File: src/rtl/slave_impulse_pkg.sv
package slave_impulse_pkg;
    typedef enum logic [1:0] {
        MODE_RUN    = 2'b00,
        MODE_RETARD = 2'b01,
        MODE_ADV    = 2'b10,
        MODE_SPARE  = 2'b11
    } drv_mode_e;
endpackage

File: src/rtl/sid_mod_counter.sv
module sid_mod_counter #(
    parameter int MODULUS = 10
) (
    input  logic clk,
    input  logic rst_n,
    input  logic clr_i,
    input  logic inc_i,
    output logic wrap_o
);
    localparam int CW = (MODULUS > 2) ? $clog2(MODULUS) : 1;
    localparam logic [CW-1:0] LAST = CW'(MODULUS - 1);

    typedef struct packed {
        logic [CW-1:0] count;
    } cnt_state_t;

    cnt_state_t st_d, st_q;

    always_comb begin
        st_d   = st_q;
        wrap_o = 1'b0;
        if (clr_i) begin
            st_d.count = '0;
        end else if (inc_i) begin
            if (st_q.count == LAST) begin
                st_d.count = '0;
                wrap_o     = 1'b1;
            end else begin
                st_d.count = st_q.count + 1'b1;
            end
        end
    end

    always_ff @(posedge clk or negedge rst_n) begin
        if (!rst_n) st_q <= '0;
        else        st_q <= st_d;
    end


    wrap_at_last_chk: assert property (@(posedge clk) disable iff (!rst_n)
        wrap_o |-> (st_q.count == LAST));


    clear_zero_chk: assert property (@(posedge clk) disable iff (!rst_n)
        clr_i |=> (st_q.count == '0));
endmodule

File: src/rtl/sid_stretcher.sv
module sid_stretcher #(
    parameter int PULSE_W = 4
) (
    input  logic clk,
    input  logic rst_n,
    input  logic trig_i,
    output logic pulse_o
);
    localparam int WW = $clog2(PULSE_W + 1);
    localparam logic [WW-1:0] LOAD = WW'(PULSE_W);

    typedef struct packed {
        logic [WW-1:0] remain;
    } str_state_t;

    str_state_t st_d, st_q;
    logic busy;

    assign busy    = (st_q.remain != '0);
    assign pulse_o = busy;

    always_comb begin
        st_d = st_q;
        if (busy)        st_d.remain = st_q.remain - 1'b1;
        else if (trig_i) st_d.remain = LOAD;
    end

    always_ff @(posedge clk or negedge rst_n) begin
        if (!rst_n) st_q <= '0;
        else        st_q <= st_d;
    end


    no_retrigger_chk: assert property (@(posedge clk) disable iff (!rst_n)
        (busy && trig_i) |=> (st_q.remain != LOAD));


    idle_trigger_starts_chk: assert property (@(posedge clk) disable iff (!rst_n)
        (!busy && trig_i) |=> pulse_o);
endmodule

File: src/rtl/slave_impulse_drv.sv
module slave_impulse_drv
    import slave_impulse_pkg::*;
#(
    parameter int TICKS_PER_STEP = 10,
    parameter int STEPS_PER_IMP  = 3,
    parameter int PULSE_W        = 4
) (
    input  logic       clk,
    input  logic       rst_n,
    input  logic       tick_i,
    input  logic       min_roll_i,
    input  logic       sync_i,
    input  logic [1:0] mode_i,
    output logic       impulse_o,
    output logic       run_led_o,
    output logic       retard_led_o,
    output logic       activity_o
);
    typedef struct packed {
        logic in_retard;
    } top_state_t;

    top_state_t st_d, st_q;

    logic rephase, ten_wrap, imp30, trig, now_retard, now_adv;

    assign rephase    = sync_i && min_roll_i;
    assign now_retard = (mode_i == MODE_RETARD);
    assign now_adv    = (mode_i == MODE_ADV);

    sid_mod_counter #(.MODULUS(TICKS_PER_STEP)) u_ten (
        .clk(clk), .rst_n(rst_n), .clr_i(rephase),
        .inc_i(tick_i), .wrap_o(ten_wrap)
    );

    sid_mod_counter #(.MODULUS(STEPS_PER_IMP)) u_three (
        .clk(clk), .rst_n(rst_n), .clr_i(rephase),
        .inc_i(ten_wrap), .wrap_o(imp30)
    );

    always_comb begin
        st_d.in_retard = now_retard;
        if (now_retard)   trig = !st_q.in_retard;
        else if (now_adv) trig = tick_i;
        else              trig = imp30;
    end

    always_ff @(posedge clk or negedge rst_n) begin
        if (!rst_n) st_q <= '{in_retard: 1'b1};
        else        st_q <= st_d;
    end

    sid_stretcher #(.PULSE_W(PULSE_W)) u_stretch (
        .clk(clk), .rst_n(rst_n), .trig_i(trig), .pulse_o(impulse_o)
    );

    assign activity_o   = impulse_o;
    assign run_led_o    = !now_retard;
    assign retard_led_o = now_retard;


    retard_holds_chk: assert property (@(posedge clk) disable iff (!rst_n)
        (now_retard && $past(now_retard) && $past(now_retard, 2)) |-> !$rose(impulse_o));


    advance_tick_chk: assert property (@(posedge clk) disable iff (!rst_n)
        (now_adv && tick_i && !impulse_o) |=> impulse_o);


    retard_entry_chk: assert property (@(posedge clk) disable iff (!rst_n)
        (now_retard && !st_q.in_retard && !impulse_o) |=> impulse_o);
endmodule

File: config.mk
export PLATFORM = sky130hd
export DESIGN_NAME = slave_impulse_drv
export DESIGN_NICKNAME = d
export VERILOG_FILES = /design/src/rtl/slave_impulse_pkg.sv /design/src/rtl/sid_mod_counter.sv /design/src/rtl/sid_stretcher.sv /design/src/rtl/slave_impulse_drv.sv
export SDC_FILE = /design/constraint.sdc
export NUM_CORES = 1
export LEC_CHECK = 0
export ABC_AREA = 1
export BUFFER_PORTS_ARGS = -buffer_cell sky130_fd_sc_hd__buf_2
export CORE_AREA = 2 2 39 41
export DETAILED_ROUTE_END_ITERATION = 7
export DIE_AREA = 0 0 41 43
export PLACE_DENSITY_LB_ADDON = 0.05
export SYNTH_ARGS = -nofsm -noshare
export SYNTH_HDL_FRONTEND = slang
export SYNTH_SLANG_ARGS = --single-unit
File: constraint.sdc
create_clock -name clk -period 2.49 [get_ports clk]
set_clock_uncertainty 0.05 [all_clocks]
set_input_delay 0.1245 -clock clk [delete_from_list [all_inputs] [get_ports clk]]
set_output_delay 0.1245 -clock clk [all_outputs]
set_load 0.01 [all_outputs]
==> out/summary.txt, run 1 <==
period utilization - 55.9%
top cell type by total area after synthesis - sky130_fd_sc_hd__dfrtp_1
boundary pin count - 11
Filler Cell Count - 136
power density normalized to cell area - 946 nW/um2
die height - 43 um
Final setup violation count - 0
first-pass GRT wire length - 1770 um
DR iter-0 viols - 10
number of detailed-routing iterations run before antenna repair - 4
result of the run - complete, no violations
synthesized cell area - 562 um2
Mapped Nets - 82
Core Region - 1380 um2
Initial Utilization - 40.6%
detailed-route wire length per cell - 9.50 um
fraction of final layout cells sized beyond drive strength 1 - 23.3%
post-CTS setup repair buffer count - 0
detailed-route vias per instance - 4.49
r2r worst-path depth - 9
post-synthesis mux area share - 0%
crit start category - flip-flop
number of max-slew violations in the final report - 0
termination of the worst setup path - impulse_o
main area contributors after synthesis - sky130_fd_sc_hd__dfrtp_1 40%, sky130_fd_sc_hd__nand2_1 11%, sky130_fd_sc_hd__inv_1 9.4%
Antenna Diode Count - 0
number of antenna-violating nets in the routed design - 0
horizontal die dimension - 41 um
min-delay worst type - input port to flip-flop
clock tree from TritonCTS - built
library cell used as clock root buffer - sky130_fd_sc_hd__clkbuf_4
H-tree level count - 1
area enclosed by the die boundary - 1760 um2
count of final hold-check violations - 0
setup repair after global routing missed its margin - false
critical-path maximum fanout - 4
synthesis warning total - 0
Simple-Gate Fraction of Synth Area - 28.1%
total clock buffers created by CTS - 3
clock period minus final worst setup slack - 1.39 ns
Post-Synthesis Mean Instance Area - 7.80 um2
WS Path Type - flip-flop to output port
total track usage - 14.9%
category of the worst setup path capture point - output port
number of antenna violations at the first check in global routing - 0
share of Yosys cell area claimed by the top area cell type - 40.1%
final HPWL from detailed placement - 749 um
Req. time, crit path - 2.32 ns
transition at the pin with the smallest max-transition slack - 0.293 ns
fmax - 0.719 GHz
number of gates resized after cts - 0
GRT overflow - 0
Layout Nets - 97
FF-to-FF setup slack - 1.12 ns
maximum ir drop on the vdd rail - 0.353 mV
largest net degree at the start of global routing - 11
portion of the post-synthesis area used by sequential elements - 44.8%
total placed cells including tap cells - 97
#FFs+latches synth - 10
terminus of the critical flop-to-flop path - u_stretch.st_q[0]$_DFFE_PN0P_
placer's final routability congestion estimate - 0.744
standard-cell rows - 14
clock tree sinks - 10
Final Routed Wirelength - 969 um
CP Launch Point - u_stretch.st_q[0]$_DFFE_PN0P_
max_cap viols - 0
via count of the first global-routing pass - 433
clock buffer depth - 2
area grow syn2layout - 19.4%
number of instances in the synthesized netlist - 72
Unique masters post-synth - 18
DRC Markers - 0
Synth Area in Adders - 6.68%
data arrival time of the critical path - 1.22 ns
dominant combinational cell family by area after synthesis - simple AND/OR/NAND/NOR gates
count of port buffers added during placement - 10
non-filler instance count after layout - 102
leak pwr - 0.354 nW
worst-skew pair later-pin latency - 0.26 ns
setup TNS - 0 ns
Post-Synth XOR/XNOR Area - 3.12%
register clock-pin slew on the reported worst setup and hold paths - 0.07 ns
worst rel slew slack - 80.5%
overall via count from detail_route - 458
launch point of the worst reg-to-reg path - u_ten.st_q[1]$_DFFE_PN0P_
fraction of the mapped netlist area in compound gates - 6.68%
[synthesized netlist by cell type]
library cell	n
sky130_fd_sc_hd__a21oi_1	2
sky130_fd_sc_hd__buf_4	1
sky130_fd_sc_hd__dfrtp_1	9
sky130_fd_sc_hd__dfstp_2	1
sky130_fd_sc_hd__ha_1	3
sky130_fd_sc_hd__inv_1	14
sky130_fd_sc_hd__nand2_1	16
sky130_fd_sc_hd__nand2_2	2
sky130_fd_sc_hd__nand3_1	7
sky130_fd_sc_hd__nand3_2	1
sky130_fd_sc_hd__nor2_1	6
sky130_fd_sc_hd__nor2_2	1
sky130_fd_sc_hd__nor3_1	1
sky130_fd_sc_hd__o21ai_0	3
sky130_fd_sc_hd__o22ai_1	2
sky130_fd_sc_hd__or2_2	1
sky130_fd_sc_hd__xnor2_1	1
sky130_fd_sc_hd__xor2_1	1
[cells in the final DEF, fill, tap and decap left out, types with 2 or more instances in the layout]
master                     instances
sky130_fd_sc_hd__o21ai_0           3
sky130_fd_sc_hd__nand2_1          16
sky130_fd_sc_hd__nand3_1           7
sky130_fd_sc_hd__nor2_1            6
sky130_fd_sc_hd__buf_2            10
sky130_fd_sc_hd__a21oi_1           2
sky130_fd_sc_hd__clkbuf_4          3
sky130_fd_sc_hd__dfrtp_1           9
sky130_fd_sc_hd__nand2_2           2
sky130_fd_sc_hd__o22ai_1           2
sky130_fd_sc_hd__ha_1              3
sky130_fd_sc_hd__inv_1            14
[state kept, by name (all words and copies together), names as in the netlist]
signal,flops
u_three.st_q,2
u_ten.st_q,4
st_q,1
u_stretch.st_q,3
[worst max-delay path, stage by stage (launching register included)]
cell and delay [ns]:
sky130_fd_sc_hd__dfrtp_1 0.41, sky130_fd_sc_hd__nor2_1 0.16, sky130_fd_sc_hd__ha_1 0.21, sky130_fd_sc_hd__inv_1 0.05, sky130_fd_sc_hd__buf_2 0.13
[layout make-up]
type | instances | area [um2] | share of cell area (%)
flip-flops and latches | 10 | 251 | 37.5
clock buffers | 4 | 36.3 | 5.41
repair buffers | 11 | 60.1 | 8.96
inverters | 14 | 52.6 | 7.84
multi-input cells | 47 | 250 | 37.3
well taps | 16 | 20.0 | 2.99
[cell families (layout without fill, tap and decap cells)]
logic type | count (synthesis) | in the layout
AND/OR/NAND/NOR | 35 | 35
buffers and inverters | 15 | 29
XOR/XNOR | 2 | 2
flip-flops | 10 | 10
AO/OA/AOI/OAI | 7 | 7
adder cells (fa/ha/maj) | 3 | 3
[power by group]
group | total [W] | internal (W) | switching (W)
registers | 0.000260 | 0.000215 | 0.0000446
clock network | 0.000147 | 0.0000886 | 0.0000588
logic | 0.000227 | 0.000102 | 0.000125
[through the flow]
stage | power, W | setup WS [ns] | hold WS (ns) | util, % | instance area, um2
after detailed placement | 0.000495 | 1.13 | -0.0467 | 45.1 | 624
after CTS | 0.000645 | 1.06 | 0.107 | 48.5 | 671
final | 0.000635 | 1.10 | 0.108 | 48.5 | 671
after global placement | 0.000493 | 1.14 | -0.0470 | 45.1 | 624
after global routing | 0.000712 | 0.973 | 0.132 | 48.5 | 671
after floorplan | 0.000443 | 1.24 | -0.221 | - | 562
[what timing repair did]
action	4_1_cts	5_1_grt
endpoints found under the setup margin	0	0
hold endpoints to repair	10	0
hold buffers	1	0
[how the worst min path moves through the flow]
stage / start / end / cells after the start
after detailed placement: rst_n / u_stretch.st_q[2]$_DFFE_PN0P_ / 1
after floorplan: rst_n / u_stretch.st_q[0]$_DFFE_PN0P_ / 0
final: mode_i[0] / st_q$_DFF_PN1_ / 3
after global placement: rst_n / u_stretch.st_q[2]$_DFFE_PN0P_ / 1
after CTS: mode_i[0] / st_q$_DFF_PN1_ / 3
after global routing: mode_i[0] / st_q$_DFF_PN1_ / 3
[layer usage]
metal  routed length [um]  global-route usage (%)  vias to the layer above
li1                     -                       -                      249
met1                  477                    22.2                      202
met2                  448                    19.4                        7
met3                   43                    4.71                        0
met4                    0                    6.00                        0
met5                    0                       0                        -
Note: power is estimated with default switching activity, not from simulation.
==> inputs of run 2 (changes only) <==
- clock period: 2.49 -> 1.3 ns (I/O delays scaled with it)
==> run 2 against run 1 <==
  * The run now ends with setup timing left
  * Worst setup slack got worse by 1.1 ns
  * Critical path type is now flip-flop to flip-flop
  * Power is 130% higher
  * Utilization rose by 9.7 points
  * Via count up 12%
  * Design area up 20%
  * Global-route usage increased by 3.0 points
==> out/summary.txt, run 2 (synthesis results as in run 1) <==
result of the run - finished, violations left
failing checks - setup timing
Worst Hold Launch - mode_i[0]
number of detailed-routing iterations run before antenna repair - 4 (unchanged)
overall via count from detail_route - 514 (+12%)
leak pwr - 0.404 nW (+14%)
total track usage - 17.9% (+3.0 points)
clock buffer depth - 2 (unchanged)
termination of the worst setup path - u_stretch.st_q[2]$_DFFE_PN0P_
detailed-route vias per instance - 4.59 (+2.2%)
fin worst setup slack - -0.000523 ns (-1.10 ns)
number of max-slew violations in the final report - 0 (unchanged)
max_cap viols - 0 (unchanged)
Req. time, crit path - 1.46 ns (-0.86 ns)
final HPWL from detailed placement - 803 um (+7.2%)
number of flip-flops under the largest register name - 4 (unchanged)
r2r worst-path depth - 10 (+1)
placer's final routability congestion estimate - 0.779 (+4.7%)
count of port buffers added during placement - 10 (unchanged)
most used cells in the layout excluding fill and tap cells - 14 x sky130_fd_sc_hd__nand2_1, 12 x sky130_fd_sc_hd__inv_1, 10 x sky130_fd_sc_hd__buf_4, 9 x sky130_fd_sc_hd__dfrtp_1, 8 x sky130_fd_sc_hd__buf_2
count of final hold-check violations - 0 (unchanged)
final instance area - 805 um2 (+20%)
standard-cell rows - 14 (unchanged)
worst rel slew slack - 83.5% (+3.0 points)
category of the worst setup path capture point - flip-flop
critical-path maximum fanout - 4 (unchanged)
Final Routed Wirelength - 1210 um (+25%)
total placed cells including tap cells - 101 (+4.1%)
min-delay worst type - input port to flip-flop
largest net degree at the start of global routing - 11 (unchanged)
transition at the pin with the smallest max-transition slack - 0.248 ns (-0.0449 ns)
power density normalized to cell area - 1840 nW/um2 (+94%)
Antenna Diode Count - 0 (unchanged)
non-filler instance count after layout - 112 (+9.8%)
FF-to-FF setup slack - -0.0005 ns (-1.12 ns)
clock period minus final worst setup slack - 1.30 ns
CP Launch Point - u_ten.st_q[1]$_DFFE_PN0P_
total clock buffers created by CTS - 3 (unchanged)
area grow syn2layout - 43.2%
fraction of final layout cells sized beyond drive strength 1 - 40.6% (+17 points)
clock tree from TritonCTS - built
number of antenna-violating nets in the routed design - 0 (unchanged)
first-pass GRT wire length - 2020 um (+14%)
via count of the first global-routing pass - 487 (+12%)
clock tree sinks - 10 (unchanged)
library cell used as clock root buffer - sky130_fd_sc_hd__clkbuf_4
crit start category - flip-flop
Layout Nets - 107 (+10%)
DR iter-0 viols - 7 (-3)
die height - 43 um (unchanged)
GRT overflow - 0 (unchanged)
data arrival time of the critical path - 1.46 ns (+0.24 ns)
register with the most flip-flops - u_ten.st_q
Filler Cell Count - 128 (-5.9%)
Initial Utilization - 40.6% (unchanged)
launch point of the worst reg-to-reg path - u_ten.st_q[1]$_DFFE_PN0P_
setup repair after global routing missed its margin - true
placed instance area - 654 um2 (+4.8%)
WS Path Type - flip-flop to flip-flop
leading cell type in the layout, fill and taps excluded - sky130_fd_sc_hd__nand2_1
terminus of the critical flop-to-flop path - u_stretch.st_q[2]$_DFFE_PN0P_
number of antenna violations at the first check in global routing - 0 (unchanged)
register clock-pin slew on the reported worst setup and hold paths - 0.07 ns (about the same)
horizontal die dimension - 41 um (unchanged)
detailed-route wire length per cell - 10.8 um (+14%)
fmax - 0.769 GHz
area enclosed by the die boundary - 1760 um2 (unchanged)
period utilization - 100%
maximum ir drop on the vdd rail - 0.779 mV (+120%)
largest registers in the final layout - u_ten.st_q x4, u_stretch.st_q x3, u_three.st_q x2
H-tree level count - 1 (unchanged)
worst-skew pair later-pin latency - 0.27 ns (about the same)
Core Region - 1380 um2 (unchanged)
setup slack after placement - -0.0371 ns (-1.16 ns)
setup TNS - -0.000523 ns (-0.000523 ns)
Final setup violation count - 1 (+1)
DRC Markers - 0 (unchanged)
boundary pin count - 11 (unchanged)
post-layout util - 58.1% (+9.7 points)
[run 2: changes by cell type in the layout (fill, tap and decap cells not counted), sizes merged]
cell  previous run  this run
buf             10        20
[run 2: how the worst min path moves through the flow]
stage / to / cells after the start
after floorplan: u_stretch.st_q[0]$_DFFE_PN0P_ / 0
after CTS: st_q$_DFF_PN1_ / 4
final: st_q$_DFF_PN1_ / 3
after global routing: st_q$_DFF_PN1_ / 3
after global placement: u_stretch.st_q[2]$_DFFE_PN0P_ / 1
after detailed placement: u_stretch.st_q[2]$_DFFE_PN0P_ / 1
[run 2: repair_timing]
item | 4_1_cts | 5_1_grt
setup buffers | 3 | 4
resized for setup | 9 | 9
endpoints found under the hold margin | 10 | 0
hold buffers | 1 | 0
pin swaps | 5 | 9
endpoints found under the setup margin | 7 | 8
[run 2: metal layers]
metal	share of wire, %	GRT usage [%]	wire, um
met1	45	20.5	540
met2	48	26.6	587
met3	3.1	4.71	38
met4	3.6	14.0	44
met5	0	0	0
[run 2: stage by stage]
step | hold slack [ns] | power [W]
floorplan | -0.281 | 0.000848
global placement | -0.108 | 0.00103
detailed placement | -0.104 | 0.00103
CTS | 0.0299 | 0.00138
global route | 0.0754 | 0.00162
finish | 0.0412 | 0.00148
[run 2: layout make-up]
class | instances | area, um2 | area share [%]
sequential | 10 | 251 | 31.3
tap | 16 | 20.0 | 2.49
multi-input combinational | 47 | 307 | 38.1
timing repair buffer | 21 | 148 | 18.4
clock buffer | 4 | 26.3 | 3.27
inverter | 14 | 52.6 | 6.53
[run 2: worst max-delay path: stages (launching register included)]
cell	delay (ns)
sky130_fd_sc_hd__dfrtp_1	0.40
sky130_fd_sc_hd__inv_2	0.09
sky130_fd_sc_hd__ha_4	0.14
sky130_fd_sc_hd__nand3_4	0.07
sky130_fd_sc_hd__nor2_4	0.10
sky130_fd_sc_hd__nand2_1	0.05
sky130_fd_sc_hd__nand2_1	0.07
sky130_fd_sc_hd__nand2_2	0.08
sky130_fd_sc_hd__nand2_2	0.09
sky130_fd_sc_hd__nand2_1	0.05
sky130_fd_sc_hd__nand2_1	0.05
[run 2: power breakdown]
| group | leakage [nW] | total [W] | switching (W) | internal (W) |
|---|---|---|---|---|
| registers | 0.126 | 0.000492 | 0.0000793 | 0.000413 |
| clock network | 0.0150 | 0.000233 | 0.000114 | 0.000119 |
| logic | 0.262 | 0.000753 | 0.000355 | 0.000397 |
| total | 0.404 | 0.00148 | 0.000549 | 0.000929 |
==> inputs of run 3 (changes only) <==
==> constraint.sdc (replaced) <==
create_clock -name clk -period 1.3 [get_ports clk]
set_clock_uncertainty 0.05 [all_clocks]
set_input_delay 0.13 -clock clk [delete_from_list [all_inputs] [get_ports clk]]
set_output_delay 0.13 -clock clk [all_outputs]
set_load 0.01 [all_outputs]
==> run 3 against run 2 <==
  * Critical endpoint is now activity_o
  * Highest routed layer unchanged
  * Largest power group unchanged
  * Die area stayed put
  * Combinational power is 3.7% lower
  * Non-clock buffer count fell by 1
  * Power shrank 2.0%
  * Largest cell class unchanged
  * The run still ends with setup timing left
==> out/summary.txt, run 3 (synthesis results as in run 1) <==
result of the run - finished, violations left
failing checks - setup timing
library cell used as clock root buffer - sky130_fd_sc_hd__clkbuf_4
boundary pin count - 11 (unchanged)
placer's final routability congestion estimate - 0.779 (unchanged)
clock tree from TritonCTS - built
max_cap viols - 0 (unchanged)
category of the worst setup path capture point - output port
Req. time, crit path - 1.12 ns (-0.34 ns)
count of port buffers added during placement - 10 (unchanged)
data arrival time of the critical path - 1.15 ns (-0.31 ns)
period utilization - 102% (+2.2 points)
area enclosed by the die boundary - 1760 um2 (unchanged)
count of final hold-check violations - 0 (unchanged)
detailed-route vias per instance - 4.61 (+0.51%)
placed instance area - 654 um2 (unchanged)
power density normalized to cell area - 1830 nW/um2 (-0.47%)
fmax - 0.752 GHz (-2.2%)
total number of cells along the worst setup path - 4 (-6)
crit path buf inv count - 2 (+1)
leading cell type in the layout, fill and taps excluded - sky130_fd_sc_hd__nand2_1
critical-path maximum fanout - 3 (-1)
largest registers in the final layout - u_ten.st_q x4, u_stretch.st_q x3, u_three.st_q x2
clock buffer depth - 2 (unchanged)
area grow syn2layout - 41.0%
fraction of final layout cells sized beyond drive strength 1 - 38.9% (-1.7 points)
number of flip-flops under the largest register name - 4 (unchanged)
total track usage - 17.8% (-0.10 points)
number of detailed-routing iterations run before antenna repair - 4 (unchanged)
final HPWL from detailed placement - 803 um (unchanged)
stage delay of the slowest cell on the critical path - 0.38 ns (-0.02 ns)
post-route worst hold slack - 0.105 ns (+0.0640 ns)
first-pass GRT wire length - 2010 um (-0.69%)
total clock buffers created by CTS - 3 (unchanged)
Final setup violation count - 2 (+1)
clock tree sinks - 10 (unchanged)
GRT overflow - 0 (unchanged)
worst-skew pair later-pin latency - 0.27 ns (about the same)
min-delay worst type - input port to flip-flop
transition at the pin with the smallest max-transition slack - 0.247 ns (-0.000919 ns)
horizontal die dimension - 41 um (unchanged)
FF-to-FF setup slack - 0.01 ns (about the same)
register clock-pin slew on the reported worst setup and hold paths - 0.06 ns (about the same)
standard-cell rows - 14 (unchanged)
CP max-delay cell - sky130_fd_sc_hd__dfrtp_1
number of max-slew violations in the final report - 0 (unchanged)
post-layout util - 57.2% (-0.90 points)
leak pwr - 0.398 nW (-1.4%)
Worst Hold Depth - 3 (unchanged)
setup repair after global routing missed its margin - true
Antenna Diode Count - 0 (unchanged)
maximum ir drop on the vdd rail - 0.773 mV (-0.75%)
final instance area - 792 um2 (-1.6%)
Core Region - 1380 um2 (unchanged)
Layout Nets - 106 (-0.93%)
via count of the first global-routing pass - 485 (-0.41%)
crit start category - flip-flop
most used cells in the layout excluding fill and tap cells - 14 x sky130_fd_sc_hd__nand2_1, 12 x sky130_fd_sc_hd__inv_1, 9 x sky130_fd_sc_hd__buf_4, 9 x sky130_fd_sc_hd__dfrtp_1, 8 x sky130_fd_sc_hd__buf_2
fin worst setup slack - -0.0295 ns (-0.0290 ns)
setup TNS - -0.0585 ns (-0.0579 ns)
number of antenna violations at the first check in global routing - 0 (unchanged)
Final Routed Wirelength - 1200 um (-0.66%)
register with the most flip-flops - u_ten.st_q
overall via count from detail_route - 512 (-0.39%)
detailed-route wire length per cell - 10.8 um (+0.23%)
WS Path Type - flip-flop to output port
worst rel slew slack - 83.5% (about the same)
CP cell instances - nor2_2, ha_2, inv_2, buf_6
number of antenna-violating nets in the routed design - 0 (unchanged)
PnR Total Power - 0.00145 W (-2.0%)
clock period minus final worst setup slack - 1.33 ns (+0.0290 ns)
largest net degree at the start of global routing - 11 (unchanged)
Initial Utilization - 40.6% (unchanged)
die height - 43 um (unchanged)
r2r worst-path depth - 10 (unchanged)
DR iter-0 viols - 7 (unchanged)
H-tree level count - 1 (unchanged)
DRC Markers - 0 (unchanged)
gate family responsible for the most delay along the worst path - flip-flops
[run 3: repair_timing]
action | 4_1_cts | 5_1_grt
hold buffers | 1 | 0
endpoints found under the setup margin | 7 | 8
endpoints found under the hold margin | 10 | 0
resized for setup | 11 | 6
buffers inserted | 3 | 3
pin swaps | 6 | 9
[run 3: area by class of cell]
cell class | instances | area [um2]
clock buffer | 4 | 26.3
fill | 129 | 592
inverter | 14 | 52.6
multi-input combinational | 47 | 302
sequential | 10 | 251
tap | 16 | 20.0
timing repair buffer | 20 | 140
[run 3: metal layers]
layer / track usage, % / routed length (um)
met1: 20.1 / 532
met3: 4.71 / 38
met4: 14.0 / 44
met2: 26.6 / 587
met5: 0 / 0
[run 3: final timing paths]
| kind | from | end |
|---|---|---|
| worst max-delay path | u_stretch.st_q[0]$_DFFE_PN0P_ | activity_o |
| worst min-delay path | mode_i[0] | st_q$_DFF_PN1_ |
| worst max register to register | u_ten.st_q[1]$_DFFE_PN0P_ | u_stretch.st_q[1]$_DFFE_PN0P_ |
| worst min register to register | u_three.st_q[0]$_DFFE_PN0P_ | u_three.st_q[1]$_DFFE_PN0P_ |
| max in group asynchronous | rst_n | st_q$_DFF_PN1_ |
| min in group asynchronous | rst_n | u_ten.st_q[0]$_DFFE_PN0P_ |
[run 3: power breakdown]
part	internal (W)	total (W)	switching, W
Sequential	0.000413	0.000489	0.0000763
Combinational	0.000378	0.000725	0.000348
Clock	0.000119	0.000233	0.000114
Total	0.000910	0.00145	0.000538
[run 3: tightest hold or removal path, delay by kind of cell]
| kind | cells | cell delay [ns] |
|---|---|---|
| buffers and inverters | 2 | 0.17 |
| and+or+nand+nor | 1 | 0.12 |
[run 3: per-stage QoR]
| stage | setup slack (ns) | instances |
|---|---|---|
| CTS | -0.0640 | 108 |
| floorplan | 0.0503 | 72 |
| detailed placement | -0.0371 | 101 |
| finish | -0.0295 | 111 |
| global placement | -0.000881 | 101 |
| global route | -0.114 | 111 |
